===== src/rtl/csb_pkg.sv =====
package csb_pkg;

  // Byte offsets of the three programming words
  localparam int unsigned OFS_DISABLE = 32'h0;
  localparam int unsigned OFS_SOURCE  = 32'h4;
  localparam int unsigned OFS_RATIO   = 32'h8;

  // Number of source pulses per output strobe for a ratio code
  function automatic int unsigned ratio_of(input int unsigned code);
    return 32'd1 << code;
  endfunction

  // Terminal value of the period counter for a ratio code
  function automatic int unsigned last_count(input int unsigned code);
    return ratio_of(code) - 32'd1;
  endfunction

endpackage


===== src/rtl/csb_regs.sv =====
module csb_regs #(
  parameter int NUM_CH = 16,
  parameter int SEL_W  = 2,
  parameter int DIV_W  = 2,
  parameter int ADDR_W = 4,
  parameter int DATA_W = 32
) (
  input  logic                    clk,
  input  logic                    rst_n,
  input  logic                    wr_en,
  input  logic [ADDR_W-1:0]       addr,
  input  logic [DATA_W-1:0]       wdata,
  output logic [DATA_W-1:0]       rdata,
  output logic [NUM_CH-1:0]       disable_o,
  output logic [NUM_CH*SEL_W-1:0] source_o,
  output logic [NUM_CH*DIV_W-1:0] ratio_o
);
  import csb_pkg::*;

  localparam int SRC_BITS = NUM_CH * SEL_W;
  localparam int RAT_BITS = NUM_CH * DIV_W;

  logic [NUM_CH-1:0]   dis_q;
  logic [SRC_BITS-1:0] src_q;
  logic [RAT_BITS-1:0] rat_q;

  // Decoded register hits, brought out for the checks below
  logic hit_dis, hit_src, hit_rat, hit_none;
  assign hit_dis  = (addr == ADDR_W'(OFS_DISABLE));
  assign hit_src  = (addr == ADDR_W'(OFS_SOURCE));
  assign hit_rat  = (addr == ADDR_W'(OFS_RATIO));
  assign hit_none = !(hit_dis || hit_src || hit_rat);

  always_ff @(posedge clk or negedge rst_n) begin
    if (!rst_n) begin
      dis_q <= '1;
      src_q <= '0;
      rat_q <= '0;
    end else if (wr_en) begin
      if (hit_dis) dis_q <= wdata[NUM_CH-1:0];
      if (hit_src) src_q <= wdata[SRC_BITS-1:0];
      if (hit_rat) rat_q <= wdata[RAT_BITS-1:0];
    end
  end

  always_comb begin
    rdata = '0;
    if (hit_dis) rdata = DATA_W'(dis_q);
    if (hit_src) rdata = DATA_W'(src_q);
    if (hit_rat) rdata = DATA_W'(rat_q);
  end

  assign disable_o = dis_q;
  assign source_o  = src_q;
  assign ratio_o   = rat_q;


  dis_write_chk: assert property (@(posedge clk) disable iff (!rst_n)
    (wr_en && hit_dis) |=> (disable_o == $past(wdata[NUM_CH-1:0])));


  unmapped_write_chk: assert property (@(posedge clk) disable iff (!rst_n)
    (wr_en && hit_none) |=> ($stable(disable_o) && $stable(source_o) && $stable(ratio_o)));


  unmapped_read_chk: assert property (@(posedge clk) disable iff (!rst_n)
    hit_none |-> (rdata == '0));

endmodule


===== src/rtl/csb_channel.sv =====
module csb_channel #(
  parameter int SEL_W = 2,
  parameter int DIV_W = 2
) (
  input  logic                  clk,
  input  logic                  rst_n,
  input  logic                  disable_i,
  input  logic [SEL_W-1:0]      source_i,
  input  logic [DIV_W-1:0]      ratio_i,
  input  logic [(1<<SEL_W)-1:0] src_i,
  output logic                  tick_o
);
  import csb_pkg::*;

  localparam int CNT_W = (1 << DIV_W) - 1;

  logic [SEL_W-1:0] act_src;
  logic [DIV_W-1:0] act_rat;
  logic [CNT_W-1:0] cnt;
  logic [CNT_W-1:0] cnt_last;

  // Named internal events
  logic src_hit;
  logic at_last;
  logic boundary;

  assign cnt_last = CNT_W'(last_count(32'(act_rat)));
  assign src_hit  = src_i[act_src];
  assign at_last  = (cnt == cnt_last);
  assign boundary = !disable_i && src_hit && at_last;

  always_ff @(posedge clk or negedge rst_n) begin
    if (!rst_n) begin
      cnt     <= '0;
      act_src <= '0;
      act_rat <= '0;
      tick_o  <= 1'b0;
    end else begin
      tick_o <= boundary;
      if (disable_i) begin
        cnt     <= '0;
        act_src <= source_i;
        act_rat <= ratio_i;
      end else if (src_hit) begin
        if (at_last) begin
          cnt     <= '0;
          act_src <= source_i;
          act_rat <= ratio_i;
        end else begin
          cnt <= cnt + 1'b1;
        end
      end
    end
  end


  held_quiet_chk: assert property (@(posedge clk) disable iff (!rst_n)
    disable_i |=> !tick_o);


  cfg_hold_chk: assert property (@(posedge clk) disable iff (!rst_n)
    (!disable_i && !boundary) |=> ($stable(act_src) && $stable(act_rat)));


  cnt_bound_chk: assert property (@(posedge clk) disable iff (!rst_n)
    1'b1 |-> (cnt <= cnt_last));


  tick_cause_chk: assert property (@(posedge clk) disable iff (!rst_n)
    boundary |=> tick_o);


  release_clear_chk: assert property (@(posedge clk) disable iff (!rst_n)
    disable_i |=> (cnt == '0));

endmodule


===== src/rtl/clk_strobe_bank.sv =====
module clk_strobe_bank #(
  parameter int NUM_CH = 16,
  parameter int SEL_W  = 2,
  parameter int DIV_W  = 2,
  parameter int ADDR_W = 4,
  parameter int DATA_W = 32
) (
  input  logic                  clk,
  input  logic                  rst_n,
  input  logic                  reg_we,
  input  logic [ADDR_W-1:0]     reg_addr,
  input  logic [DATA_W-1:0]     reg_wdata,
  output logic [DATA_W-1:0]     reg_rdata,
  input  logic [(1<<SEL_W)-1:0] src_tick,
  output logic [NUM_CH-1:0]     ch_tick
);

  localparam int SRC_BITS = NUM_CH * SEL_W;
  localparam int RAT_BITS = NUM_CH * DIV_W;

  logic [NUM_CH-1:0]   dis_bus;
  logic [SRC_BITS-1:0] src_bus;
  logic [RAT_BITS-1:0] rat_bus;

  csb_regs #(
    .NUM_CH (NUM_CH),
    .SEL_W  (SEL_W),
    .DIV_W  (DIV_W),
    .ADDR_W (ADDR_W),
    .DATA_W (DATA_W)
  ) u_regs (
    .clk       (clk),
    .rst_n     (rst_n),
    .wr_en     (reg_we),
    .addr      (reg_addr),
    .wdata     (reg_wdata),
    .rdata     (reg_rdata),
    .disable_o (dis_bus),
    .source_o  (src_bus),
    .ratio_o   (rat_bus)
  );

  for (genvar i = 0; i < NUM_CH; i++) begin : g_ch
    csb_channel #(
      .SEL_W (SEL_W),
      .DIV_W (DIV_W)
    ) u_ch (
      .clk       (clk),
      .rst_n     (rst_n),
      .disable_i (dis_bus[i]),
      .source_i  (src_bus[i*SEL_W +: SEL_W]),
      .ratio_i   (rat_bus[i*DIV_W +: DIV_W]),
      .src_i     (src_tick),
      .tick_o    (ch_tick[i])
    );
  end


  idle_when_held_chk: assert property (@(posedge clk) disable iff (!rst_n)
    (dis_bus == '1) |=> (ch_tick == '0));

endmodule


===== config.mk =====
export PLATFORM = sky130hd
export DESIGN_NAME = clk_strobe_bank
export DESIGN_NICKNAME = d
export VERILOG_FILES = /design/src/rtl/csb_pkg.sv /design/src/rtl/csb_regs.sv /design/src/rtl/csb_channel.sv /design/src/rtl/clk_strobe_bank.sv
export SDC_FILE = /design/constraint.sdc
export NUM_CORES = 1
export LEC_CHECK = 0
export ABC_AREA = 1
export BUFFER_PORTS_ARGS = -buffer_cell sky130_fd_sc_hd__buf_2
export CAP_MARGIN = 15
export CORE_ASPECT_RATIO = 0.6
export CORE_UTILIZATION = 50
export DETAILED_ROUTE_END_ITERATION = 10
export PLACE_DENSITY = 0.68
export RECOVER_POWER = 50
export SYNTH_ARGS = -nofsm -noshare
export SYNTH_HDL_FRONTEND = slang
export SYNTH_SLANG_ARGS = --single-unit

===== constraint.sdc =====
create_clock -name clk -period 3.6 [get_ports clk]
set_clock_uncertainty 0.1 [all_clocks]
set_input_delay 1.08 -clock clk [delete_from_list [all_inputs] [get_ports clk]]
set_output_delay 1.08 -clock clk [all_outputs]
set_load 0.01 [all_outputs]

==> results.tsv, run 1 <==
metric	value	unit
vias in the first global route	8825	
final non-filler cell area	0.0128	mm²
Crit Path Class	input port to output port	
Tot GR Track Use	24.3	%
Total Power	0.00951	W
vias per std cell	5.16	
filler instances	2112	
min cycle time layout	3.24	ns
global route overflow	0	
Hold/Removal Path Class	register to register	
Worst slew margin	-25.1	%
CP startpoint kind	input port	
Die Y	120	µm
CTS Hold Buffers Added	0	
Slew @ Worst Pin	1.88	ns
initial antenna violation count	0	
Leak Pwr	7.12	nW
Yosys top cell area share	41.3	%
failing checks	max-capacitance violations, max-slew violations	
TritonRoute pass-1 iters	5	
syn_area_per_cell	7.84	µm²
CTS max path bufs	3	
Area contributors post-synth	dfrtp_1 (41%), nand2_1 (18%), nand3_1 (6.9%)	
Layout Area Growth over Synthesis	10.2	%
Yosys top cell by area	dfrtp_1	
Post-Syn Instances	1482	
CTS clk-pin slew, worst paths	0.06	ns
Setup violations, final	0	
post-synthesis simple-gate area fraction	34.4	%
Final Hold Fails	0	
final net count	1618	
Post-synth EDFFs	0	
top cells by count, synth	nand2_1 (548), dfrtp_1 (192), inv_1 (167), nand3_1 (161), nor2_1 (50)	
DR iter-0 viols	830	
maximum vdd drop	0.000304	V
Slew Viols, Final	73	
XOR/XNOR Fraction of Synth Area	1.21	%
unrepaired setup endpoints after global routing	false	
result of the run	complete, but fails checks	
Synth Area in Compound Gates	8.04	%
yosys warns	0	
area taken by multi-input logic gates	0.00517	mm²
routed len/inst	14.7	µm
syn_nets	1541	
chip width	199	µm
root buffer cell	clkbuf_16	
FF+latch area	0.00523	mm²
Place WS	0.349	ns
Port-buffer cells	90	
total CTS buffers	22	
first-pass GRT wire length	46200	µm
total negative slack	0	ns
I/O pins	91	
adder-cell share of the synthesized area	1.72	%
Synth Cell Area	0.0116	mm²
ANT nets after route	0	
TritonCTS clock tree	built	
CTS Sinks	208	
Clock H-tree levels	1	
Seq/Total Area, Yosys	45.0	%
Req. time, crit path	2.42	ns
Post-Route WL	27600	µm
Row Count	42	
HPWL Detailed	19700	µm
DIE AREA	0.0239	mm²
Skew-Pair Late Insertion Delay	0.51	ns
final critical-path setup slack	0.362	ns
pin count of the biggest net entering global routing	74	
Diodes inserted	0	
most common cell in the netlist	nand2_1	
critical path fanouts, max	33	
highest clock rate	0.309	GHz
placed cell area	0.0122	mm²
Tcrit/Tclk final	89.9	%
Critical Path End Type	output port	
global placement routability congestion	0.906	
Crit path arrival time	2.06	ns
max_cap viols	1	
Synth Flop Type	dfrtp_1	
Pwr Density	742	mW/mm²
core area	0.0224	mm²
largest family of logic cells by synthesized area	simple AND/OR/NAND/NOR gates	
DRC Markers	0	
via count	9718	
FFs w/ async S/R, synth	100	%
post-synthesis mux area share	0	%
Cell variety after synth	26	
# Post-CTS Setup Buffers	0	
cts repair resizes	0	
FF+latch count, synth	208	
fraction of layout cells with a size suffix above 1	15.9	%
Initial Util	51.8	%
flip-flops by register name (all words and copies together) (netlist names):
| name | flops |
|---|---|
| g_ch.u_ch.act_src | 32 |
| g_ch.u_ch.act_rat | 32 |
| u_regs.disable_o | 16 |
| g_ch.u_ch.cnt | 48 |
| g_ch.u_ch.tick_o | 16 |
| u_regs.ratio_o | 32 |
| u_regs.source_o | 32 |
metal layers:
layer | routed length, µm | vias up | GRT usage (%)
met1 | 14200 | 4516 | 39.0
li1 | - | 4917 | -
met4 | 360 | 0 | 4.04
met5 | 0 | - | 0
met2 | 11400 | 255 | 34.7
met3 | 1620 | 30 | 3.32
cell type report:
cell class	count	share of cell area, %
Sequential cell	208	40.8
Multi-Input combinational cell	1033	40.4
Inverter	195	5.72
Clock buffer	35	5.23
Timing Repair Buffer	99	4.34
Tap cell	308	3.01
Clock inverter	5	0.528
metrics by stage:
stage                     std cells  hold WS (ns)  util, %
after floorplan                1482         0.364        -
after global placement         1843         0.370     54.4
after detailed placement       1843         0.378     54.4
after CTS                      1883         0.387     57.7
after global routing           1883         0.410     57.1
final                          1883         0.383     57.1
critical path, cell delays in order:
cell	delay, ns
buf_2	0.11
nor2_4	0.14
nand2_1	0.08
inv_2	0.06
buf_12	0.23
nand2_1	0.09
o211ai_1	0.10
buf_2	0.16
where the power goes:
part	switching (W)	total (W)	internal [W]
Clock	0.000949	0.00230	0.00135
Sequential	0.000679	0.00371	0.00303
Combinational	0.00232	0.00349	0.00117
path summary, 6_finish.rpt:
kind                            slack [ns]                              from  cells after the start                          endpoint
max in group asynchronous             0.72                             rst_n                      2    u_regs.source_o[2]$_DFFE_PN0P_
min in group asynchronous             0.96                             rst_n                      1     u_regs.ratio_o[9]$_DFFE_PN0P_
worst max-delay path                  0.36                       reg_addr[1]                      8                      reg_rdata[9]
worst min register to register        0.38  u_regs.disable_o[14]$_DFFE_PN1P_                      2  u_regs.disable_o[14]$_DFFE_PN1P_
worst min-delay path                  0.38  u_regs.disable_o[14]$_DFFE_PN1P_                      2  u_regs.disable_o[14]$_DFFE_PN1P_
worst max register to register        1.96   u_regs.disable_o[8]$_DFFE_PN1P_                      5   g_ch[8].u_ch.cnt[1]$_DFFE_PN0P_
logic make-up after synthesis:
group	count (synthesis)
compound gates	133
xor+xnor	16
fa+ha+maj	16
buf+inv	241
flops	208
simple gates	868
layout by cell type, fill, tap and decap left out, types with 9 or more instances in the layout:
cell         n
a22o_1      16
buf_2       88
clkbuf_16   22
clkinv_1    16
dfrtp_1    192
dfstp_2     16
ha_1        16
inv_1      170
inv_2        9
nand2_1    559
nand2_2     15
nand3_1    167
nand3_2     19
nand4_1     43
nor2_1      50
o211ai_1    16
o21ai_0     28
o21ai_1     28
o21ai_2     45
xor2_1      16
No activity file was read; power rests on OpenSTA's default activity.
==> inputs of run 2 (changes only) <==
BUFFER_PORTS_ARGS = unset   (was -buffer_cell sky130_fd_sc_hd__buf_2)
CELL_PAD_IN_SITES_DETAIL_PLACEMENT = 1   (was unset)
CELL_PAD_IN_SITES_GLOBAL_PLACEMENT = 2   (was unset)
CORE_UTILIZATION = 41   (was 50)
DONT_BUFFER_PORTS = 1   (was unset)
PLACE_DENSITY = unset   (was 0.68)
PLACE_DENSITY_LB_ADDON = 0.1   (was unset)
==> results.tsv, run 2 (synthesis gave the netlist of run 1 again) <==
metric	value	unit	change
result of the run	finished, final reports clean		was complete, but fails checks
Total Power	0.00977	W	was 0.00951 W
max_cap viols	0		was 1
core area	0.0277	mm²	was 0.0224 mm²
Slew @ Worst Pin	0.903	ns	was 1.88 ns
vias per std cell	5.15		was 5.16
DR iter-0 viols	521		was 830
Pwr Density	778	mW/mm²	was 742 mW/mm²
cells on worst reg2reg path	5		unchanged
final non-filler cell area	0.0126	mm²	was 0.0128 mm²
TritonCTS clock tree	built		unchanged
CTS Hold Buffers Added	0		unchanged
FF+latch area	0.00523	mm²	unchanged
global route overflow	0		unchanged
Critical R2R Capture	g_ch[7].u_ch.cnt[1]$_DFFE_PN0P_		was g_ch[8].u_ch.cnt[1]$_DFFE_PN0P_
Clock H-tree levels	1		unchanged
vias in the first global route	9933		was 8825
Skew-Pair Late Insertion Delay	0.53	ns	was 0.51 ns
Crit path buffers/inverters	3		was 4
Levels on crit path	7		was 8
Worst slew margin	39.8	%	was -25.1%
critical path fanouts, max	21		was 33
filler instances	3404		was 2112
pin count of the biggest net entering global routing	209		was 74
Req. time, crit path	2.42	ns	about the same
ANT nets after route	0		unchanged
CTS clk-pin slew, worst paths	0.06	ns	about the same
Layout Area Growth over Synthesis	8.02	%	was 10.2%
cts repair resizes	0		unchanged
Place WS	0.325	ns	was 0.349 ns
highest clock rate	0.306	GHz	was 0.309 GHz
area taken by multi-input logic gates	0.00517	mm²	about the same
Port-buffer cells	0		was 90
Leak Pwr	6.79	nW	was 7.12 nW
Post-Route WL	33100	µm	was 27600 µm
Top reg by flops	g_ch.u_ch.cnt		unchanged
Hold/Removal Path Class	input port to asynchronous set/reset pin		was register to register
global placement routability congestion	0.807		was 0.906
maximum vdd drop	0.000340	V	was 0.000304 V
fraction of layout cells with a size suffix above 1	12.4	%	was 15.9%
Critical Path End Type	output port		unchanged
final net count	1538		was 1618
unrepaired setup endpoints after global routing	false		unchanged
first-pass GRT wire length	54700	µm	was 46200 µm
min cycle time layout	3.27	ns	was 3.24 ns
CTS Sinks	208		unchanged
reg2reg setup slack	1.94	ns	was 1.96 ns
total negative slack	0	ns	unchanged
Setup violations, final	0		unchanged
Die Y	132	µm	was 120 µm
number of flip-flops in the largest register	48		unchanged
most frequent cells in the layout	nand2_1 (548), dfrtp_1 (192), nand3_1 (170), inv_1 (168), nor2_1 (50)		was nand2_1 (559), dfrtp_1 (192), inv_1 (170), nand3_1 (167), buf_2 (88)
cell-by-cell trace of the critical path	nor2_4 -> nand2_1 -> inv_2 -> buf_4 -> nand2_1 -> o211ai_1 -> buf_4		was buf_2 -> nor2_4 -> nand2_1 -> inv_2 -> buf_12 -> nand2_1 -> o211ai_1 -> buf_2
placed cell area	0.0118	mm²	was 0.0122 mm²
Largest stage delay, worst path	0.32	ns	was 0.23 ns
Tcrit/Tclk final	90.7	%	was 89.9%
CP endpoint	reg_rdata[14]		was reg_rdata[9]
total CTS buffers	22		unchanged
Crit path max-delay family	buffers and inverters		unchanged
Row Count	47		was 42
Initial Util	42.0	%	was 51.8%
# Post-CTS Setup Buffers	0		unchanged
TritonRoute pass-1 iters	5		unchanged
slowest CP cell	buf_4		was buf_12
Diodes inserted	0		unchanged
CP startpoint	reg_addr[1]		unchanged
root buffer cell	clkbuf_16		unchanged
WHS	0.163	ns	was 0.383 ns
Crit Path Class	input port to output port		unchanged
I/O pins	91		unchanged
commonest non-fill, non-tap cell in the layout	nand2_1		unchanged
Slew Viols, Final	0		was 73
initial antenna violation count	0		unchanged
chip width	219	µm	was 199 µm
via count	9585		was 9718
final critical-path setup slack	0.334	ns	was 0.362 ns
CTS max path bufs	3		unchanged
Crit path arrival time	2.09	ns	was 2.06 ns
HPWL Detailed	24000	µm	was 19700 µm
Final Hold Fails	0		unchanged
DIE AREA	0.0291	mm²	was 0.0239 mm²
worst r2r src	u_regs.disable_o[7]$_DFFE_PN1P_		was u_regs.disable_o[8]$_DFFE_PN1P_
routed len/inst	17.8	µm	was 14.7 µm
CP startpoint kind	input port		unchanged
DRC Markers	0		unchanged
Tot GR Track Use	23.8	%	was 24.3%
==> run 2: cell types whose count changed in the layout (fill, tap and decap cells not counted), sizes merged <==
cell	delta
clkinvlp	+2
bufinv	+5
buf	-74
clkbuf	-16
inv	-1
clkinv	+4
==> run 2: worst reg2reg max path: cells and delay by family (launching register included) <==
kind	cells	cell delay (ns)
flip-flops	1	0.55
buffers and inverters	2	0.44
AND/OR/NAND/NOR	2	0.39
AO/OA/AOI/OAI	1	0.07
==> run 2: layout make-up <==
type,instances,area share [%]
Clock buffer,25,4.72
Clock inverter,15,1.83
Inverter,195,5.83
Multi-Input combinational cell,1033,41.2
Sequential cell,208,41.6
Tap cell,367,3.66
Timing Repair Buffer,19,1.14
==> run 2: power breakdown <==
part           internal, W  leakage, nW  switching [W]
clock network      0.00162        0.404        0.00101
registers          0.00303         2.68       0.000766
logic              0.00110         3.70        0.00226
total              0.00574         6.79        0.00403
==> run 2: how the worst min path moves through the flow <==
| stage | cells after the start | end | startpoint |
|---|---|---|---|
| floorplan | 2 | u_regs.disable_o[11]$_DFFE_PN1P_ | u_regs.disable_o[11]$_DFFE_PN1P_ |
| global placement | 2 | u_regs.disable_o[6]$_DFFE_PN1P_ | u_regs.disable_o[6]$_DFFE_PN1P_ |
| detailed placement | 2 | u_regs.disable_o[6]$_DFFE_PN1P_ | u_regs.disable_o[6]$_DFFE_PN1P_ |
| CTS | 0 | g_ch[14].u_ch.tick_o$_DFF_PN0_ | rst_n |
| global route | 0 | g_ch[3].u_ch.tick_o$_DFF_PN0_ | rst_n |
| finish | 0 | u_regs.ratio_o[8]$_DFFE_PN0P_ | rst_n |
==> run 2: per-stage QoR <==
step	cells	util, %
after floorplan	1482	-
after global placement	1822	42.7
after detailed placement	1822	42.7
after CTS	1862	45.7
after global routing	1862	45.3
final	1862	45.3
==> run 2: metal layers <==
metal / global-route usage, % / up-vias / wire length [µm]
met5: 0 / - / 0
met1: 35.2 / 4685 / 16700
met3: 3.15 / 45 / 990
met2: 36.4 / 117 / 14700
li1: - / 4738 / -
met4: 6.17 / 0 / 801
